`src/rtl/rxd_pkg.sv`:
```
package rxd_pkg;

  typedef enum logic {
    ST_IDLE = 1'b0,
    ST_RUN  = 1'b1
  } rxdState_e;

  // strobes from control to datapath
  typedef struct packed {
    logic load;
    logic stepEn;
    logic inverse;
  } rxdStrobe_t;

endpackage

```
`src/rtl/rxd_ctrl.sv`:
```
module rxd_ctrl
  import rxd_pkg::*;
#(
  parameter int NUM_WORDS = 4
) (
  input  logic       clk,
  input  logic       rstN,
  input  logic       startValid,
  input  logic       inverseMode,
  input  logic       twoPass,
  output logic       startReady,
  output logic       done,
  output rxdStrobe_t strobe,
  output logic [$clog2(NUM_WORDS)-1:0] stepIdx
);

  localparam int IW    = $clog2(NUM_WORDS);
  localparam int LENW  = $clog2(2 * NUM_WORDS + 1);
  localparam logic [IW-1:0] LAST_IDX = IW'(NUM_WORDS - 1);

  rxdState_e state;
  logic [IW-1:0] wordCnt;
  logic          passSecond;
  logic          twoPassQ;
  logic          inverseQ;
  logic          lastStep;
  logic          accept;

  assign accept     = (state == ST_IDLE) && startValid;
  assign lastStep   = (wordCnt == LAST_IDX) && (!twoPassQ || passSecond);
  assign startReady = (state == ST_IDLE);

  always_ff @(posedge clk or negedge rstN) begin
    if (!rstN) begin
      state      <= ST_IDLE;
      wordCnt    <= '0;
      passSecond <= 1'b0;
      twoPassQ   <= 1'b0;
      inverseQ   <= 1'b0;
      done       <= 1'b0;
    end else begin
      done <= 1'b0;
      if (accept) begin
        state      <= ST_RUN;
        wordCnt    <= '0;
        passSecond <= 1'b0;
        twoPassQ   <= twoPass;
        inverseQ   <= inverseMode;
      end else if (state == ST_RUN) begin
        if (lastStep) begin
          state   <= ST_IDLE;
          wordCnt <= '0;
          done    <= 1'b1;
        end else if (wordCnt == LAST_IDX) begin
          wordCnt    <= '0;
          passSecond <= 1'b1;
        end else begin
          wordCnt <= wordCnt + 1'b1;
        end
      end
    end
  end

  always_comb begin
    strobe.load    = accept;
    strobe.stepEn  = (state == ST_RUN);
    strobe.inverse = inverseQ;
    stepIdx        = inverseQ ? (LAST_IDX - wordCnt) : wordCnt;
  end

  // run-length tracker for the step-count property
  logic [LENW-1:0] runLen;
  always_ff @(posedge clk or negedge rstN) begin
    if (!rstN)               runLen <= '0;
    else if (accept)         runLen <= '0;
    else if (state == ST_RUN) runLen <= runLen + 1'b1;
  end

  a_r6_done_one_cycle: assert property (@(posedge clk) disable iff (!rstN)
    done |=> !done);

  a_r6_done_follows_run: assert property (@(posedge clk) disable iff (!rstN)
    done |-> $past(state == ST_RUN));

  a_r4_run_length: assert property (@(posedge clk) disable iff (!rstN)
    done |-> (runLen == (twoPassQ ? LENW'(2 * NUM_WORDS) : LENW'(NUM_WORDS))));

  a_r7_busy_not_ready: assert property (@(posedge clk) disable iff (!rstN)
    (state == ST_RUN && !lastStep) |=> (!startReady && !strobe.load));

endmodule

```
`src/rtl/rxd_datapath.sv`:
```
module rxd_datapath
  import rxd_pkg::*;
#(
  parameter int          WORD_W    = 32,
  parameter int          NUM_WORDS = 4,
  parameter int unsigned ROT_AMT [NUM_WORDS] = '{0, 1, 7, 14}
) (
  input  logic                        clk,
  input  logic                        rstN,
  input  rxdStrobe_t                  strobe,
  input  logic [$clog2(NUM_WORDS)-1:0] stepIdx,
  input  logic [WORD_W*NUM_WORDS-1:0] blockIn,
  output logic [WORD_W*NUM_WORDS-1:0] blockOut
);

  localparam int IW = $clog2(NUM_WORDS);

  function automatic logic [WORD_W-1:0] rotLeft(input logic [WORD_W-1:0] x,
                                                input int unsigned amt);
    logic [2*WORD_W-1:0] dbl;
    dbl = {x, x} << (amt % WORD_W);
    return dbl[2*WORD_W-1:WORD_W];
  endfunction

  function automatic logic [WORD_W-1:0] rotRight(input logic [WORD_W-1:0] x,
                                                 input int unsigned amt);
    logic [2*WORD_W-1:0] dbl;
    dbl = {x, x} >> (amt % WORD_W);
    return dbl[WORD_W-1:0];
  endfunction

  logic [WORD_W-1:0] wordQ  [NUM_WORDS];
  logic [WORD_W-1:0] fwdVal [NUM_WORDS];
  logic [WORD_W-1:0] invVal [NUM_WORDS];
  logic [WORD_W-1:0] nextWord;

  // candidate results of every step, forward and inverse
  always_comb begin
    for (int j = 0; j < NUM_WORDS; j++) begin
      logic [WORD_W-1:0] fAcc;
      logic [WORD_W-1:0] iAcc;
      fAcc = rotLeft(wordQ[j], ROT_AMT[0]);
      iAcc = wordQ[j];
      for (int i = 1; i < NUM_WORDS; i++) begin
        fAcc = fAcc ^ rotLeft(wordQ[(i + j) % NUM_WORDS], ROT_AMT[i]);
        iAcc = iAcc ^ rotLeft(wordQ[(i + j) % NUM_WORDS], ROT_AMT[i]);
      end
      fwdVal[j] = fAcc;
      invVal[j] = rotRight(iAcc, ROT_AMT[0]);
    end
  end

  assign nextWord = strobe.inverse ? invVal[stepIdx] : fwdVal[stepIdx];

  always_ff @(posedge clk or negedge rstN) begin
    if (!rstN) begin
      for (int k = 0; k < NUM_WORDS; k++) wordQ[k] <= '0;
    end else if (strobe.load) begin
      for (int k = 0; k < NUM_WORDS; k++) wordQ[k] <= blockIn[k*WORD_W +: WORD_W];
    end else if (strobe.stepEn) begin
      wordQ[stepIdx] <= nextWord;
    end
  end

  for (genvar k = 0; k < NUM_WORDS; k++) begin : g_word
    assign blockOut[k*WORD_W +: WORD_W] = wordQ[k];

    a_r8_other_word_kept: assert property (@(posedge clk) disable iff (!rstN)
      (strobe.stepEn && !strobe.load && stepIdx != IW'(k)) |=> $stable(wordQ[k]));
  end

  a_r8_hold_when_idle: assert property (@(posedge clk) disable iff (!rstN)
    (!strobe.load && !strobe.stepEn) |=> $stable(blockOut));

  a_r7_no_load_mid_run: assert property (@(posedge clk) disable iff (!rstN)
    !(strobe.load && strobe.stepEn));

endmodule

```
`src/rtl/rotxor_diffuser.sv`:
```
module rotxor_diffuser
  import rxd_pkg::*;
#(
  parameter int          WORD_W    = 32,
  parameter int          NUM_WORDS = 4,
  parameter int unsigned ROT_AMT [NUM_WORDS] = '{0, 1, 7, 14},
  localparam int         BLOCK_W   = WORD_W * NUM_WORDS
) (
  input  logic               clk,
  input  logic               rstN,
  input  logic               startValid,
  output logic               startReady,
  input  logic [BLOCK_W-1:0] blockIn,
  input  logic               inverseMode,
  input  logic               twoPass,
  output logic               done,
  output logic [BLOCK_W-1:0] blockOut
);

  rxdStrobe_t                   strobe;
  logic [$clog2(NUM_WORDS)-1:0] stepIdx;

  rxd_ctrl #(
    .NUM_WORDS(NUM_WORDS)
  ) ctrl_i (
    .clk        (clk),
    .rstN       (rstN),
    .startValid (startValid),
    .inverseMode(inverseMode),
    .twoPass    (twoPass),
    .startReady (startReady),
    .done       (done),
    .strobe     (strobe),
    .stepIdx    (stepIdx)
  );

  rxd_datapath #(
    .WORD_W   (WORD_W),
    .NUM_WORDS(NUM_WORDS),
    .ROT_AMT  (ROT_AMT)
  ) dp_i (
    .clk     (clk),
    .rstN    (rstN),
    .strobe  (strobe),
    .stepIdx (stepIdx),
    .blockIn (blockIn),
    .blockOut(blockOut)
  );

  a_r10_reset_idle: assert property (@(posedge clk) disable iff (!rstN)
    $rose(rstN) |-> (startReady && !done));

endmodule

```
`config.mk`:
```
export PLATFORM = sky130hd
export DESIGN_NAME = rotxor_diffuser
export DESIGN_NICKNAME = d
export VERILOG_FILES = /design/src/rtl/rxd_pkg.sv /design/src/rtl/rxd_ctrl.sv /design/src/rtl/rxd_datapath.sv /design/src/rtl/rotxor_diffuser.sv
export SDC_FILE = /design/constraint.sdc
export NUM_CORES = 1
export LEC_CHECK = 0
export CAP_MARGIN = 20
export CORE_UTILIZATION = 50
export DETAILED_ROUTE_END_ITERATION = 10
export PLACE_DENSITY_LB_ADDON = 0.12
export RECOVER_POWER = 25
export SETUP_SLACK_MARGIN = 0.15
export SLEW_MARGIN = 20
export SYNTH_ARGS = -nofsm -noshare
export SYNTH_HDL_FRONTEND = slang
export SYNTH_SLANG_ARGS = --single-unit
```
`constraint.sdc`:
```
create_clock -name clk -period 1.6 [get_ports clk]
set_clock_uncertainty 0.15 [all_clocks]
set_input_delay 0.16 -clock clk [delete_from_list [all_inputs] [get_ports clk]]
set_output_delay 0.16 -clock clk [all_outputs]
set_load 0.01 [all_outputs]
```
==> reports/summary.txt <==
Status: finished, violations left
Failing checks: negative setup slack
Layout cells sized above 1: 0.605
GR Overflow Total: 0
Worst Tran Pin Value: 0.884 ns
Final period utilization: 1.16
Vias in the first global route: 14.0k
Synthesized area per cell: 11.9 um^2
Hpwl dp: 40000 um
First-pass GRT wire length: 86200 um
Total core area: 28600 um^2
Clk_lat worst skew: 0.44 ns
Fin cells: 2213
Cell count of the worst reg-to-reg path: 7
Max-cap viol count: 0
Slowest cell delay on critical path: 0.47 ns
P per Cell Area: 2940 nW/um^2
Starting DRT DRC Count: 1553
Seq cells post-synth: 135
Final Worst Setup Slack: -0.263 ns
Critical path endpoint category: flip-flop
Achievable Freq: 537 MHz
RSZ-0062 raised after global routing: yes
Antenna Violating Nets Remaining: 0
Post-synth top area share: 0.232
Count of pins over their slew limit: 0
Sw Ratio: 0.434
Row count: 62
Slowest cell on crit path: dfrtp_2
IO Pins: 263
Total CTS buffers: 17
Placed Instances: 2020
IO buf count: 262
Clock power share: 0.064
Die X: 173 um
Initial Util: 0.508
CP Max Fanout: 7
Final net count: 1949
GRT Resource Usage Total: 0.385
R2R Setup Slk: -0.26 ns
Startpoint types: flip-flop
Static Leak: 9.83 nW
Seq/Total Area, Yosys: 0.232
Post-route DRC: 0
Cell-internal power: 0.0375 W
Final Util: 0.789
Worst slew margin: 0.411
CTS max path bufs: 2
Final Total Pwr: 0.0663 W
Most used cell, CP: buf_6
Arr. time, crit path: 2.04 ns
Worst vdd ir: 1.14 mV
CTS tree: built
CTS sink cnt: 135
Total Wirelength: 59300 um
Hold Vio Cnt, Final: 0
Drt via density: 6.36
Sequential power share: 0.111
Pre-antenna DRT Iters: 5
Final setup violation count: 128
Syn-to-layout area delta: 55.3%
Hold Path Class: input pin to flip-flop
Logic pwr share: 0.825
Syn Std Cell Area: 14500 um^2
Hold Path Sink: ctrl_i.twoPassQ$_DFFE_PN0N_
Biggest area consumer among synthesized cells: dfrtp_1
Top cells by area, synth: dfrtp_1 (23%), xor3_1 (21%), mux2_2 (10%)
Largest net degree at the start of global routing: 47
Hold_sp: twoPass
Initial antenna violation count: 1
Final Wtd Congestion: 0.951
Synth Instances: 1221
Worst Setup Path Type: flip-flop to flip-flop
Via count: 14.1k
Die Y: 173 um
H-tree levels: 4
Net load switching power: 0.0288 W
CTS root buf: clkbuf_16
Yosys warning total: 0
Final min period: 1.86 ns
WL/cell: 26.8 um
Most common cell after layout, fill and taps aside: buf_4
Worst r2r src: ctrl_i.wordCnt[0]$_DFFE_PN0P_
Crit. Startpoint: ctrl_i.wordCnt[0]$_DFFE_PN0P_
Netlist cell types: 27
Worst reg2reg path endpoint: dp_i.blockOut[107]$_DFFE_PN0P_
Worst hold slack: 0.197 ns
Synth Net Count: 1355
Die ar.: 29800 um^2
Req. time, crit path: 1.77 ns
Hold depth: 2
Crit path cell chain: buf_6 > nor3b_4 > buf_6 > buf_12 > buf_16 > o2111ai_1 > nor3b_2
Post-route setup TNS: -20.77 ns
Clk slew on worst S/H paths: 0.07 ns
Most frequent cells in the layout: buf_4 (383), clkdlybuf4s50_1 (130), mux2_2 (129)
-- critical path, delay by kind of cell, from the launching register on --
family	cells	cell delay, ns
buffers and inverters	4	0.63
DFF	1	0.47
and+or+nand+nor	2	0.38
AOI/OAI and AO/OA	1	0.12
-- metrics by stage --
stage               setup slack [ns]  cell area, um^2
global placement              -0.217            20100
CTS                           -0.171            22000
finish                        -0.263            22600
floorplan                   -0.00359            15200
detailed placement            -0.262            20100
global route                  -0.326            22600
-- cell families (layout without fill, tap and decap cells) --
family	Yosys count	in the layout	share of synthesized area
XOR/XNOR	128	128	0.209
AND/OR/NAND/NOR	397	397	0.196
multiplexers	130	130	0.101
other	0	1	0
adder cells (fa/ha/maj)	1	1	0.000860
buffers and inverters	168	775	0.0730
AO/OA/AOI/OAI	262	262	0.188
flip-flops	135	135	0.232
-- power groups by stage --
stage	Combinational, W	Clock [W]	Sequential, W
5_1_grt	0.0568	0.00442	0.00750
3_3_place_gp	0.0437	0	0.0100
6_report	0.0547	0.00427	0.00736
2_1_floorplan	0.0294	0	0.00816
4_1_cts	0.0512	0.00426	0.00721
3_5_place_dp	0.0448	0	0.0101
-- registers in the layout (all words and copies together), names as in the netlist --
signal	count
dp_i.blockOut	128
ctrl_i.wordCnt	2
ctrl_i.done	1
ctrl_i.inverseQ	1
ctrl_i.passSecond	1
ctrl_i.state	1
ctrl_i.twoPassQ	1
-- worst max-delay path by stage --
stage | endpoint | depth (start not counted)
after floorplan | dp_i.blockOut[24]$_DFFE_PN0P_ | 5
after global placement | dp_i.blockOut[64]$_DFFE_PN0P_ | 5
after detailed placement | dp_i.blockOut[109]$_DFFE_PN0P_ | 4
after CTS | dp_i.blockOut[103]$_DFFE_PN0P_ | 6
after global routing | dp_i.blockOut[79]$_DFFE_PN0P_ | 7
final | dp_i.blockOut[107]$_DFFE_PN0P_ | 7
-- what timing repair did --
action                     in CTS  in global routing
hold endpoints to repair      135                  0
setup buffers                 132                 15
hold buffers                    3                  0
setup endpoints to repair     264                203
pin swaps                       7                 21
resized for setup             496                119
gates cloned                    5                  5
-- layout make-up --
cell class / instances / area, um^2
fillers: 1656 / 6040
inverters: 3 / 13.8
repair buffers: 740 / 6910
clock buffers: 19 / 433
diodes: 1 / 2.50
multi-input cells: 918 / 11100
clock inverters: 13 / 170
well taps: 384 / 480
flip-flops and latches: 135 / 3520
-- cells in the mapped netlist --
library cell	instances
o31ai_1	1
o32ai_2	61
ha_1	1
nand2_1	3
mux2_2	130
a21oi_1	3
buf_1	1
dfrtp_1	135
nand2b_1	128
o21ai_0	1
buf_4	30
and3b_1	3
o22ai_1	1
clkbuf_4	1
buf_2	35
inv_1	3
and3_1	1
nor3_4	1
nand3_1	1
nor3b_1	28
buf_6	36
o2111ai_1	128
nor2_1	129
xor3_1	128
o32ai_1	67
clkbuf_1	62
nor3b_2	103
-- metal layers --
metal | GRT usage | vias up | wire length [um]
met4 | 0.217 | 2 | 3740
met5 | 0 | - | 19
li1 | - | 5948 | -
met3 | 0.0774 | 229 | 5670
met2 | 0.598 | 887 | 26800
met1 | 0.505 | 7005 | 23100
(Power assumes the default switching activity.)
